[src/rtl/int_agg_pkg.sv]
package int_agg_pkg;

    typedef enum logic [1:0] {
        ADDR_PEND  = 2'd0,
        ADDR_MASK  = 2'd1,
        ADDR_INDEX = 2'd2,
        ADDR_RSVD  = 2'd3
    } reg_addr_e;

    typedef enum logic {
        REQ_IDLE   = 1'b0,
        REQ_ASSERT = 1'b1
    } req_state_e;

endpackage

[src/rtl/int_edge_sync.sv]
module int_edge_sync #(
    parameter int NUM_SRC     = 16,
    parameter int SYNC_STAGES = 2,
    parameter logic [NUM_SRC-1:0] SRC_PRESENT = '1
) (
    input  logic               clk,
    input  logic               rst_n,
    input  logic [NUM_SRC-1:0] src_in,
    output logic [NUM_SRC-1:0] rise_o
);

    localparam int CHAIN_W = SYNC_STAGES + 1;

    for (genvar i = 0; i < NUM_SRC; i++) begin : g_src
        logic [CHAIN_W-1:0] chain_q;

        always_ff @(posedge clk or negedge rst_n) begin
            if (!rst_n) begin
                chain_q <= '0;
            end else begin
                chain_q <= {chain_q[CHAIN_W-2:0], src_in[i]};
            end
        end

        if (SRC_PRESENT[i]) begin : g_live
            // Newest synchronised sample high, one sample older low.
            assign rise_o[i] = chain_q[CHAIN_W-2] & ~chain_q[CHAIN_W-1];
        end else begin : g_tied
            assign rise_o[i] = 1'b0;
        end
    end

endmodule

[src/rtl/int_status_regs.sv]
module int_status_regs #(
    parameter int NUM_SRC = 16,
    parameter logic [NUM_SRC-1:0] SRC_PRESENT = '1
) (
    input  logic               clk,
    input  logic               rst_n,
    input  logic [NUM_SRC-1:0] rise_i,
    input  logic               wr_pend,
    input  logic               wr_mask,
    input  logic [NUM_SRC-1:0] wr_data,
    output logic [NUM_SRC-1:0] pend_q,
    output logic [NUM_SRC-1:0] mask_q
);

    logic [NUM_SRC-1:0] pend_d;

    always_comb begin
        pend_d = pend_q;
        if (wr_pend) begin
            pend_d = pend_d & wr_data;
        end
        // Applied after the clear so a coincident edge is not lost.
        pend_d = (pend_d | rise_i) & SRC_PRESENT;
    end

    always_ff @(posedge clk or negedge rst_n) begin
        if (!rst_n) begin
            pend_q <= '0;
            mask_q <= '0;
        end else begin
            pend_q <= pend_d;
            if (wr_mask) begin
                mask_q <= wr_data & SRC_PRESENT;
            end
        end
    end

endmodule

[src/rtl/int_prio_index.sv]
module int_prio_index #(
    parameter int NUM_SRC = 16,
    parameter int IDX_W   = 16
) (
    input  logic [NUM_SRC-1:0] active_i,
    output logic [IDX_W-1:0]   index_o
);

    always_comb begin
        index_o = '1;
        for (int i = NUM_SRC - 1; i >= 0; i--) begin
            if (active_i[i]) begin
                index_o = IDX_W'(i);
            end
        end
    end

endmodule

[src/rtl/int_req_fsm.sv]
module int_req_fsm
    import int_agg_pkg::*;
(
    input  logic clk,
    input  logic rst_n,
    input  logic any_active,
    output logic irq_n
);

    req_state_e state_q, state_d;

    always_comb begin
        state_d = state_q;
        unique case (state_q)
            REQ_IDLE:   if (any_active)  state_d = REQ_ASSERT;
            REQ_ASSERT: if (!any_active) state_d = REQ_IDLE;
            default:    state_d = REQ_IDLE;
        endcase
    end

    always_ff @(posedge clk or negedge rst_n) begin
        if (!rst_n) begin
            state_q <= REQ_IDLE;
        end else begin
            state_q <= state_d;
        end
    end

    always_comb begin
        unique case (state_q)
            REQ_ASSERT: irq_n = 1'b0;
            default:    irq_n = 1'b1;
        endcase
    end

endmodule

[src/rtl/int_cascade_agg.sv]
module int_cascade_agg
    import int_agg_pkg::*;
#(
    parameter int DATA_W      = 16,
    parameter int SYNC_STAGES = 2,
    parameter logic [DATA_W-1:0] SRC_PRESENT = 16'h001C
) (
    input  logic              clk,
    input  logic              rst_n,
    input  logic [DATA_W-1:0] src_in,
    input  logic [1:0]        reg_addr,
    input  logic              wr_en,
    input  logic [DATA_W-1:0] wr_data,
    output logic [DATA_W-1:0] rd_data,
    output logic              irq_n
);

    localparam int NUM_SRC = DATA_W;

    logic [NUM_SRC-1:0] rise;
    logic [NUM_SRC-1:0] pend_q;
    logic [NUM_SRC-1:0] mask_q;
    logic [NUM_SRC-1:0] active;
    logic [DATA_W-1:0]  index_val;
    logic               wr_pend;
    logic               wr_mask;
    reg_addr_e          sel;

    assign sel     = reg_addr_e'(reg_addr);
    assign wr_pend = wr_en && (sel == ADDR_PEND);
    assign wr_mask = wr_en && (sel == ADDR_MASK);
    assign active  = pend_q & mask_q;

    int_edge_sync #(
        .NUM_SRC    (NUM_SRC),
        .SYNC_STAGES(SYNC_STAGES),
        .SRC_PRESENT(SRC_PRESENT)
    ) u_sync (
        .clk   (clk),
        .rst_n (rst_n),
        .src_in(src_in),
        .rise_o(rise)
    );

    int_status_regs #(
        .NUM_SRC    (NUM_SRC),
        .SRC_PRESENT(SRC_PRESENT)
    ) u_regs (
        .clk    (clk),
        .rst_n  (rst_n),
        .rise_i (rise),
        .wr_pend(wr_pend),
        .wr_mask(wr_mask),
        .wr_data(wr_data),
        .pend_q (pend_q),
        .mask_q (mask_q)
    );

    int_prio_index #(
        .NUM_SRC(NUM_SRC),
        .IDX_W  (DATA_W)
    ) u_index (
        .active_i(active),
        .index_o (index_val)
    );

    int_req_fsm u_fsm (
        .clk       (clk),
        .rst_n     (rst_n),
        .any_active(|active),
        .irq_n     (irq_n)
    );

    always_comb begin
        unique case (sel)
            ADDR_PEND:  rd_data = pend_q;
            ADDR_MASK:  rd_data = mask_q;
            ADDR_INDEX: rd_data = index_val;
            default:    rd_data = '0;
        endcase
    end

endmodule

[config.mk]
export PLATFORM = sky130hd
export DESIGN_NAME = int_cascade_agg
export DESIGN_NICKNAME = d
export VERILOG_FILES = /design/src/rtl/int_agg_pkg.sv /design/src/rtl/int_edge_sync.sv /design/src/rtl/int_status_regs.sv /design/src/rtl/int_prio_index.sv /design/src/rtl/int_req_fsm.sv /design/src/rtl/int_cascade_agg.sv
export SDC_FILE = /design/constraint.sdc
export NUM_CORES = 1
export LEC_CHECK = 0
export BUFFER_PORTS_ARGS = -buffer_cell sky130_fd_sc_hd__buf_4
export CAP_MARGIN = 20
export CORE_MARGIN = 2
export CORE_UTILIZATION = 38
export CTS_CLUSTER_SIZE = 12
export DETAILED_ROUTE_END_ITERATION = 8
export PLACE_DENSITY = 0.78
export SKIP_CTS_REPAIR_TIMING = 1
export SYNTH_ARGS = -nofsm -noshare
export SYNTH_HDL_FRONTEND = slang
export SYNTH_SLANG_ARGS = --single-unit
[constraint.sdc]
create_clock -name clk -period 1.59 [get_ports clk]
set_input_delay 0.0795 -clock clk [delete_from_list [all_inputs] [get_ports clk]]
set_output_delay 0.0795 -clock clk [all_outputs]
set_load 0.01 [all_outputs]
==> results of run 1 <==
-- critical path: cells and delay by family, from the launching register on --
| kind | cells | cell delay, ns |
|---|---|---|
| buffers and inverters | 3 | 0.42 |
| DFF | 1 | 0.41 |
| AOI/OAI and AO/OA | 2 | 0.46 |
-- cell usage in the layout (no fill, tap or decap), types with 2 or more instances in the layout --
master         synthesis  routed
buf_4                 10      26
dfrtp_1               16      16
inv_1                  8       8
buf_6                  0       7
nand2_1                4       4
dlygate4sd3_1          0       4
mux2i_1                3       3
o221ai_1               3       3
mux2_2                 3       3
clkbuf_4               0       3
and2_4                 0       2
o2bb2ai_1              3       2
-- power groups by stage --
| stage | sequential [mW] | clock, mW | combinational (mW) |
|---|---|---|---|
| finish | 0.464 | 0.255 | 0.247 |
| CTS | 0.466 | 0.266 | 0.198 |
| floorplan | 0.468 | 0 | 0.112 |
| global placement | 0.472 | 0 | 0.192 |
| global route | 0.469 | 0.287 | 0.270 |
| detailed placement | 0.475 | 0 | 0.198 |
-- kinds of logic (layout without fill, tap and decap cells) --
| family | after synthesis | after routing | share of synthesized area |
|---|---|---|---|
| flops | 16 | 16 | 0.561 |
| compound gates | 10 | 10 | 0.118 |
| mux | 6 | 6 | 0.0895 |
| simple gates | 10 | 11 | 0.0772 |
| buf+inv | 19 | 49 | 0.154 |
-- cell type report --
class | instances | area share
Clock buffer | 4 | 0.0352
Inverter | 8 | 0.0291
Multi-Input combinational cell | 27 | 0.213
Sequential cell | 16 | 0.388
Tap cell | 25 | 0.0303
Timing Repair Buffer | 37 | 0.304
-- metrics by stage --
stage	hold slack, ns	TNS (ns)	instance area [um2]	cells	setup WS (ns)
after global routing	0.0160	-0.582	1030	117	-0.0821
after floorplan	-0.216	0	713	61	0.0520
final	0.0195	-0.175	1030	117	-0.0497
after global placement	-0.0581	0	890	105	0.175
after CTS	-0.360	-2.12	926	109	-0.187
after detailed placement	-0.0521	0	890	105	0.137
-- metal layers --
| layer | track usage | share of wire |
|---|---|---|
| met5 | 0 | 0 |
| met4 | 0.0833 | 0.0075 |
| met3 | 0.0115 | 0.063 |
| met2 | 0.219 | 0.52 |
| met1 | 0.137 | 0.41 |
-- flip-flops by register name (all words and copies together), names as in the netlist --
signal,cells
u_regs.pend_q,3
u_fsm.state_q,1
u_regs.mask_q,3
u_sync.g_src.chain_q,9
-- worst max path at each step --
stage	end	startpoint	slack, ns
6_report	rd_data[3]	u_regs.mask_q[2]	-0.05
5_1_grt	rd_data[3]	u_regs.mask_q[2]	-0.08
4_1_cts	rd_data[15]	u_regs.mask_q[2]	-0.19
3_5_place_dp	rd_data[15]	u_regs.mask_q[2]	0.14
3_3_place_gp	rd_data[15]	u_regs.mask_q[2]	0.18
2_1_floorplan	rd_data[10]	u_regs.pend_q[2]	0.05
==> results.txt, run 1 <==
The reg-to-reg setup timing slack is 0.32 ns. The clock network fraction of total power is 0.264. Across the VDD grid, the largest voltage drop is 0.569 mV.

The clock tree skew after final layout came out at 0.00374 ns. The sequential cell area is 400 um2. The switching share of power came out at 0.251.

The worst flop-to-flop path endpoint is u_fsm.state_q. The register clock-pin slew on the reported worst setup and hold paths is 0.09 ns. The first global-routing pass estimated 1860 um of wire. The starting utilization of the core area came out at 0.409. The most used flip-flop cell after synthesis is dfrtp_1. The total via count in the routed design came out at 559. In this run the tightest slew margin relative to its limit is 0.732.

The data required time of the critical path came out at 1.51 ns. The TritonCTS clock tree is done. The net total in the final layout is 130.

The largest stage delay on the critical path came out at 0.41 ns. The logic depth of the worst register-to-register path is 5. Relative to the synthesized area, the layout overhead comes to 44.7%. The checks that failed: setup timing. The period utilization is 1.03. The least setup slack across all paths after layout came out at -0.0497 ns.

The final number of hold-violating endpoints came out at 0. For this run, design rule violations remaining after detail routing come to 0. The layout cell share with drive strength beyond 1 came out at 0.467. The run finished, with violations left. The antenna diode count is 0. The mapped cell area came out at 713 um2. The number of clock buffers inserted by TritonCTS came out at 3. The routed via count divided by cell count came out at 4.78.

The worst hold path terminates at u_regs.pend_q[3]. The clock latency of the later-clocked register in the worst-skew pair is 0.27 ns. The number of standard cells after synthesis came out at 61. The total power draw came out at 966 uW.

The via count of the first global-routing pass came to 477. In the final layout, the multi-input gates occupy 220 um2. The reported max-cap violation count is 0. Measured along the x axis, the die boundary spans 47.3 um. The sum of overflow across all layers after global routing came out at 0. The final weighted congestion in routability-driven placement came out at 0.733. The highest achievable clock rate came out at 610 MHz. In the post-synthesis netlist, the biggest area contributors are dfrtp_1 56%, buf_4 11%, mux2_2 4.7%. The startpoint identified for the worst register-to-register timing path is u_regs.mask_q[2]. Measured on the finished design, the core utilization comes to 0.591. The total clock sinks came out at 16. The part of the power in combinational logic came out at 0.256.

The area share of the largest cell type after synthesis is 0.561. The max-slew violation count was 0. The filler cells instantiated in the layout total 150. The height of the die came out at 47.3 um. For this design, the slowest cell found on the critical path is dfrtp_1. The register area share after synthesis came out at 0.561. The internal portion of total power came out at 724 uW. The placement row count came out at 15. The floorplan die area is 2240 um2. STA classifies the critical path endpoint as an output pin. The clock root buffer is clkbuf_4. Traced cell by cell, the critical path runs through a222oi_1 -> buf_4 -> buf_6 -> o2bb2ai_1 -> buf_4.

The aggregate global-route resource usage is 0.123. The analysis attributes to net switching a power of 243 uW. The share of total power dissipated in sequential elements is 0.481.

After the first detailed-routing iteration, the DRC count stood at 9. The number of H-tree levels is 1. After synthesis, the most frequently instantiated cells are 16 x dfrtp_1, 10 x buf_4, 8 x inv_1.

The number of cells on the worst hold path is 3. The maximum count of clock buffers along a single path came out at 2. The area of the core region is 1750 um2. Setup repair after global routing could not meet its margin everywhere. For the pin with the worst max-slew slack, the measured transition is 0.402 ns. For this run, asynchronously set or reset flops after synthesis account for 1.00. The flip-flop and latch count after synthesis came out at 16. Along the worst path, the maximum fanout reaches 3. The final number of setup-violating endpoints came out at 12. The number of placed I/O pins is 54. The critical path is of the flop to output pin type. The Yosys warning count came out at 0.

Among all cell types in the netlist, the one instantiated most often is dfrtp_1. The min-delay analysis places its worst path in the category input pin to flop. The final wirelength is 1340 um. The worst setup path is launched from a flop.

The number of port buffers is 27. The count of distinct cell types in the synthesized netlist is 18. The number of enable flip-flop cells after synthesis is 0. The startpoint identified for the worst hold timing path is wr_data[3].

The average cell area after synthesis came out at 11.7 um2. The total power density per cell area came out at 936 nW/um2. The average routed wire per standard cell is 11.5 um.

The number of nets produced by synthesis is 98. The cell type contributing the most total cell area after synthesis is dfrtp_1. The leakage power figure is 0.526 nW. At the worst endpoint, the arrival time is 1.56 ns. Before antenna repair, the detailed router went through 4 iterations. The initial antenna violation count is 0.

The detail route stage leaves a number of antenna-violating nets equal to 0. The maximum number of pins on one net before global-route repair came out at 17. The dominant cell type by count on the critical path is buf_4. Once detailed placement completed, the half-perimeter wirelength came to 998 um. Counting I/O delays and the setup requirement, the final critical path takes 1.64 ns.
Note: power is estimated with default switching activity, not from simulation.
==> inputs of run 2 (changes only) <==
--- a/config.mk
+++ b/config.mk
@@ -5,14 +5,16 @@
 export SDC_FILE = /design/constraint.sdc
 export NUM_CORES = 1
 export LEC_CHECK = 0
+export ABC_AREA = 1
 export BUFFER_PORTS_ARGS = -buffer_cell sky130_fd_sc_hd__buf_4
 export CAP_MARGIN = 20
 export CORE_MARGIN = 2
-export CORE_UTILIZATION = 38
+export CORE_UTILIZATION = 51
 export CTS_CLUSTER_SIZE = 12
 export DETAILED_ROUTE_END_ITERATION = 8
-export PLACE_DENSITY = 0.78
+export PLACE_DENSITY = 0.82
 export SKIP_CTS_REPAIR_TIMING = 1
 export SYNTH_ARGS = -nofsm -noshare
 export SYNTH_HDL_FRONTEND = slang
+export SYNTH_HIERARCHICAL = 1
 export SYNTH_SLANG_ARGS = --single-unit
==> run 2 against run 1 <==
  * The flow still finishes with violations (setup timing)
  * Sequential power down 1%
  * Hold slack better by 0.031 ns
  * Wire length up 110%
  * Clock skew up 0.0037 ns
  * Total power up 20%
  * Critical path depth up 5
  * Largest power group unchanged
==> results.txt, run 2 <==
Among cell families on the critical path, the largest total delay comes from simple AND/OR/NAND/NOR gates. The area growth from synthesis to layout is 23.1%. The floorplan die area came out at 3410 um2 (+52%).

The worst path buffer plus inverter count came out at 4 (+1). The post-route minimum period is 1.92 ns (+0.282 ns). The max-slew violation count was 0 (unchanged). The maximum count of clock buffers along a single path is 2 (unchanged). The reported max-cap violation count is 0 (unchanged). On the critical path, the stage with the largest delay is an instance of dfrtp_1.

The signal on the critical path passes through nand2_2 -> inv_2 -> nor3_2 -> inv_1 -> nor2_2 -> and3_4 -> buf_6 -> nand2_1 -> nand3_2 -> buf_6. The number of clock buffers inserted by TritonCTS came out at 3 (unchanged). The routed via count divided by cell count came out at 4.43 (-7.4%). The highest achievable clock rate came out at 520 MHz (-15%).

The number of detailed-routing iterations run before antenna repair came out at 4 (unchanged). The endpoint of the worst hold-timing path is u_regs/mask_q[4]. The peak supply drop is 0.634 mV (+11%).

The number of H-tree levels is 1 (unchanged). The worst register-to-register path begins at u_regs/mask_q[3]. Setup repair after global routing could not meet its margin everywhere.

STA classifies the critical path startpoint as a flop. The number of port buffers is 27 (unchanged). Among the stages of the critical path, the cell type that occurs most often is buf_6. The least setup slack across all paths after layout is -0.331 ns (-0.282 ns). The Yosys warning count was 6 (+6). In this run the clock root is driven by a clkbuf_4. The total clock sinks came out at 16 (unchanged). The height of the die is 58.4 um (+23%). The sum of overflow across all layers after global routing is 0 (unchanged). The area of combinational cells with multiple inputs came out at 821 um2 (+270%). The final wirelength was 2850 um (+110%).

The post-detailed-route count of antenna-violating nets is 0 (unchanged). The critical-path maximum fanout came out at 5 (+2). The number of instances in the placed design was 300 (+190%).

The count of non-filler cells in the finished layout came out at 312 (+170%). The class of the worst hold path is input pin to flop. The logic depth of the worst register-to-register path came out at 6 (+1). The signal arrival time at the worst endpoint is 1.84 ns (+0.28 ns). The HPWL after detailed placement is 2010 um (+100%). The library cells used most frequently in the layout, excluding fill and tap cells, are 87 x nand2_1, 43 x inv_1, 26 x conb_1. The final reports fail on setup timing.

The largest registers in the layout are u_sync/g_src.chain_q (9), u_regs/mask_q (3), u_regs/pend_q (3). The area of the core region was 2780 um2 (+59%). The antenna diode count is 0 (unchanged).

The period utilization was 1.21 (+0.177). The largest stage delay on the critical path is 0.41 ns (about the same). The count of fill cells added during filler insertion came out at 235 (+57%). The final weighted congestion in routability-driven placement is 0.816 (+11%). Counting flops per register, the top entry is u_sync/g_src.chain_q.

The sequential cell area is 400 um2 (unchanged). The average routed wire per standard cell is 9.14 um (-20%). The reg-to-reg setup timing slack came out at 0.70 ns (+0.38 ns). The total via count in the routed design was 1381 (+150%). The number of placed I/O pins is 54 (unchanged). The accumulated negative setup slack came out at -3.68 ns (-3.51 ns).

The x dimension of the die was 58.4 um (+23%). The aggregate global-route resource usage was 0.155 (+0.0323). In this run the critical register-to-register path is captured at u_fsm/state_q. The placement row count came out at 19 (+4).

The number of DRC markers in iteration 0 is 41 (+32). The data required time of the critical path came out at 1.51 ns (about the same). The maximum number of pins on one net before global-route repair came out at 17 (unchanged). The final number of hold-violating endpoints is 0 (unchanged). The starting utilization of the core area came out at 0.543 (+0.134).

The final number of setup-violating endpoints came out at 14 (+2). The nature of the critical path endpoint is an output pin. The net total in the final layout came out at 319 (+150%). The number of remaining DRC errors is 0 (unchanged). The clock latency of the later-clocked register in the worst-skew pair came out at 0.28 ns (about the same). The total power density per cell area is 625 nW/um2 (-33%).

The core occupancy in the finished layout is 0.668 (+0.0766). The number of flip-flops in the largest register is 9 (unchanged). By startpoint and endpoint, the worst setup path is classified as flop to output pin. The average cell area after synthesis came out at 6.04 um2 (-48%). The mapped cell area is 1510 um2 (+110%). The register clock-pin slew on the reported worst setup and hold paths came out at 0.09 ns (about the same). The initial antenna violation count is 0 (unchanged). TritonCTS built the clock tree.

The clock tree skew after final layout came out at 0.00740 ns (+0.00366 ns). Leaving out fill and tap cells, the most frequent cell in the layout is nand2_1. The run finished, with violations left. The number of cells on the worst hold path is 3 (unchanged).

The number of standard cells after synthesis was 250 (+310%). The leakage power figure came out at 1.13 nW (+120%). The total power draw came out at 1.16 mW (+20%). The worst hold path begins at wr_data[4].

The layout cell share with drive strength beyond 1 came out at 0.288 (-0.179). The wire length of the first global-routing pass is 4150 um (+120%). The via count of the first global-routing pass came out at 1064 (+120%).
[run 2: how the worst max path moves through the flow]
stage	from	end	slack [ns]	depth (start not counted)
global route	u_regs/mask_q[2]	rd_data[5]	-0.45	10
floorplan	u_regs/pend_q[3]	rd_data[14]	0.06	9
finish	u_regs/mask_q[2]	rd_data[5]	-0.33	10
CTS	u_regs/mask_q[3]	rd_data[15]	-0.29	10
detailed placement	u_regs/mask_q[3]	rd_data[15]	0.05	10
global placement	u_regs/mask_q[3]	rd_data[13]	0.04	10
[run 2: per-layer routing]
metal,wire length [um],up-vias,share of wire,global-route usage
li1,-,745,-,-
met1,1250,609,0.44,0.211
met2,1490,19,0.52,0.257
met3,64,8,0.022,0.00659
met4,54,0,0.019,0.0698
met5,0,-,0,0
[run 2: report_power, final]
part | switching (mW) | internal [mW] | leakage [nW] | total (mW)
registers | 0.0209 | 0.438 | 0.176 | 0.459
logic | 0.239 | 0.201 | 0.937 | 0.439
clock network | 0.124 | 0.139 | 0.0210 | 0.263
total | 0.384 | 0.778 | 1.13 | 1.16
[run 2: layout make-up]
cell class                      instances  share of cell area
Clock buffer                            4              0.0195
Inverter                               49              0.0990
Multi-Input combinational cell        170               0.442
Sequential cell                        16               0.215
Tap cell                               31              0.0209
Timing Repair Buffer                   42               0.203
[run 2: worst register-to-register path, delay by kind of cell (launching register included)]
| family | cells | cell delay (ns) |
|---|---|---|
| buf+inv | 1 | 0.04 |
| flops | 1 | 0.41 |
| simple gates | 5 | 0.34 |
[run 2: stage by stage]
step	setup WS, ns	instance area, um2	hold WS [ns]
6_report	-0.331	1860	0.0506
3_5_place_dp	0.0459	1600	-0.0560
5_1_grt	-0.454	1860	0.0609
4_1_cts	-0.286	1640	-0.381
2_1_floorplan	0.0637	1600	-0.216
3_3_place_gp	0.0440	1600	-0.0598
==> inputs of run 3 (changes only) <==
--- a/config.mk
+++ b/config.mk
@@ -9,12 +9,12 @@
 export BUFFER_PORTS_ARGS = -buffer_cell sky130_fd_sc_hd__buf_4
 export CAP_MARGIN = 20
 export CORE_MARGIN = 2
-export CORE_UTILIZATION = 51
+export CORE_UTILIZATION = 38
 export CTS_CLUSTER_SIZE = 12
 export DETAILED_ROUTE_END_ITERATION = 8
-export PLACE_DENSITY = 0.82
+export GPL_ROUTABILITY_DRIVEN = 0
+export PLACE_DENSITY = 0.78
 export SKIP_CTS_REPAIR_TIMING = 1
 export SYNTH_ARGS = -nofsm -noshare
 export SYNTH_HDL_FRONTEND = slang
-export SYNTH_HIERARCHICAL = 1
 export SYNTH_SLANG_ARGS = --single-unit
==> run 3 against run 2 <==
  * The flow now finishes without violations
  * Via count fell by 60%
  * Register-to-register slack improved by 0.10 ns
  * Maximum frequency rose by 34%
  * First-iteration DRC count fell by 83%
  * Cell area fell by 49%
  * Total power fell by 20%
  * Sequential share of layout area rose by 21 points
  * Core utilization fell by 12 points
  * Global-route usage fell by 3.5 points
  * Cell count fell by 58%
  * Critical path type unchanged
  * Critical endpoint is now rd_data[15]
==> results.txt, run 3 <==
The final wirelength came out at 1210 um (-57%). The register clock-pin slew on the reported worst setup and hold paths came out at 0.09 ns (about the same). The clock tree skew after final layout came out at 0.00641 ns (-0.000990 ns). The largest registers in the layout are u_sync.g_src.chain_q (9), u_regs.mask_q (3), u_regs.pend_q (3).

The largest total area in the synthesized netlist belongs to dfrtp_1. The pre-CTS setup slack came out at 0.383 ns (+0.337 ns). The wire length of the first global-routing pass came to 1840 um (-56%). The sum of overflow across all layers after global routing came out at 0 (unchanged). The HPWL after detailed placement is 950 um (-53%).

The maximum count of clock buffers along a single path is 2 (unchanged). Synthesis instantiated 11 different standard cells from the library. The number of H-tree levels came out at 1 (unchanged).

The dominant register cell in the synthesized netlist is dfrtp_1. By startpoint and endpoint, the worst setup path is classified as flop to output pin. The starting utilization of the core area was 0.409 (-0.134). The most common cell after layout, fill and taps aside is buf_4. The number of remaining DRC errors is 0 (unchanged). The number of nets produced by synthesis is 118.

The final number of setup-violating endpoints came out at 0 (-14). The initial antenna violation count is 0 (unchanged). Yosys mapped a number of flops with a built-in enable equal to 0. The final number of hold-violating endpoints is 0 (unchanged). The leakage power figure came to 0.531 nW (-53%). The maximum number of pins on one net before global-route repair was 17 (unchanged). The Yosys warning count is 0 (-6). The total via count in the routed design is 559 (-60%). The least setup slack across all paths after layout is 0.160 ns (+0.491 ns). The floorplan die area is 2240 um2 (-34%). The flow ran to the end, and the final reports show no timing, DRC or antenna violations. The average cell area after synthesis is 8.80 um2 (+46%). The highest achievable clock rate was 699 MHz (+34%). The worst pin sits at a relative slew slack of 0.843. Counting flops and latches in the post-synthesis netlist gives 16. The number of standard cells after synthesis is 81 (-68%).

The via count of the first global-routing pass is 486 (-54%). The aggregate global-route resource usage was 0.120 (-0.0351). At the pin with the least slew margin, the transition time is 0.235 ns. The clock latency of the later-clocked register in the worst-skew pair came out at 0.28 ns (about the same). The most instantiated library cell after synthesis is nand2_1. The number of placed I/O pins is 54 (unchanged). The x dimension of the die came out at 47.3 um (-19%). The number of port buffers is 27 (unchanged).

The worst path buffer plus inverter count came out at 2 (-2). The critical-path maximum fanout is 11 (+6). The area of the core region was 1750 um2 (-37%). The post-detailed-route count of antenna-violating nets came to 0 (unchanged).

The mapped cell area is 713 um2 (-53%). For this run, asynchronously set or reset flops after synthesis account for 1.00. The area share of the largest cell type after synthesis came out at 0.561. On the critical path, the stage with the largest delay is an instance of dfrtp_1. Sorting the synthesized cells by how often they occur yields 24 x nand2_1, 16 x dfrtp_1, 12 x inv_1.

The reported max-cap violation count came out at 0 (unchanged). The largest stage delay on the critical path came out at 0.41 ns (about the same). The peak supply drop came out at 0.540 mV (-15%). The signal arrival time at the worst endpoint is 1.35 ns (-0.49 ns).

The clock root buffer is clkbuf_4. The number of flip-flops in the largest register is 9 (unchanged). The number of detailed-routing iterations run before antenna repair is 4 (unchanged). The placement row count is 15 (-4).

The worst setup path is launched from a flop. The total power density per cell area was 982 nW/um2 (+57%). The layout cell share with drive strength beyond 1 came out at 0.340 (+0.0514). The register area share after synthesis came out at 0.561. The layout overhead on the synthesized area is 33.0%. Counting flops per register, the top entry is u_sync.g_src.chain_q.

The count of fill cells added during filler insertion is 160 (-32%). The net total in the final layout was 144 (-55%). The total clock sinks came out at 16 (unchanged). The tightest min-delay check is of the input pin to flop type. The average routed wire per standard cell came out at 9.25 um (+1.2%). The accumulated negative setup slack is 0 ns (+3.68 ns).

In the layout the commonest cells are 27 x buf_4, 24 x nand2_1, 16 x dfrtp_1. The number of DRC markers in iteration 0 came out at 7 (-83%). The routed via count divided by cell count is 4.27 (-3.6%). The number of clock buffers inserted by TritonCTS is 3 (unchanged).

The antenna diode count is 0 (unchanged). The post-route minimum period came out at 1.43 ns (-0.491 ns). TritonCTS built the clock tree. Sorting the synthesized cells by area gives the leading types as dfrtp_1 56%, nand2_1 13%, buf_4 11%. The height of the die was 47.3 um (-19%). Setup repair after global routing left no endpoint under its margin.

The period utilization was 0.899 (-0.309). The signal on the critical path passes through nand2_1 -> nand4_1 -> inv_2 -> buf_4. The total power draw is 931 uW (-20%). The data required time of the critical path came out at 1.51 ns (about the same). Among cell families on the critical path, the largest total delay comes from flip-flops. STA classifies the critical path endpoint as an output pin. The max-slew violation count was 0 (unchanged).
run 3: per-layer routing:
layer	global-route usage	share of wire
met5	0	0
met4	0.0833	0
met3	0.0115	0.087
met2	0.211	0.46
met1	0.136	0.45
run 3: cell type report:
type	count	area, um2	area share
Inverter	13	48.8	0.0515
Multi-Input combinational cell	42	189	0.199
Tap cell	25	31.3	0.0330
Timing Repair Buffer	31	243	0.256
Sequential cell	16	400	0.422
Clock buffer	4	36.3	0.0383
run 3: cell families (layout without fill, tap and decap cells):
kind of cell,Yosys count,count (layout),share of synthesized area
compound gates,4,4,0.0281
simple gates,38,38,0.237
flops,16,16,0.561
buf+inv,23,48,0.174
run 3: tightest hold or removal path: cells and delay by family:
family,cells,cell delay (ns)
buffers and inverters,2,0.11
AOI/OAI and AO/OA,1,0.12
run 3: final timing paths:
check                           slack [ns]                        from                          to  cells past startpoint
worst max register to register        0.80            u_regs.mask_q[3]               u_fsm.state_q                      2
worst max-delay path                  0.16            u_regs.mask_q[3]                 rd_data[15]                      4
worst min-delay path                  0.07                  wr_data[2]            u_regs.mask_q[2]                      3
max in group asynchronous             1.24                       rst_n            u_regs.mask_q[4]                      2
min in group asynchronous             0.17                       rst_n  u_sync.g_src[2].chain_q[0]                      2
worst min register to register        0.36  u_sync.g_src[4].chain_q[0]  u_sync.g_src[4].chain_q[1]                      0
run 3: power breakdown:
part	internal, mW	switching, mW	total [mW]
clock network	0.139	0.116	0.255
registers	0.443	0.0196	0.463
logic	0.103	0.111	0.214
run 3: per-stage QoR:
stage          hold slack (ns)  instances  utilization  cell area (um2)
2_1_floorplan           -0.216         81            -              713
3_3_place_gp           -0.0595        123        0.500              872
3_5_place_dp           -0.0519        123        0.500              872
4_1_cts                 -0.374        127        0.520              908
5_1_grt                 0.0526        131        0.543              948
6_report                0.0728        131        0.543              948
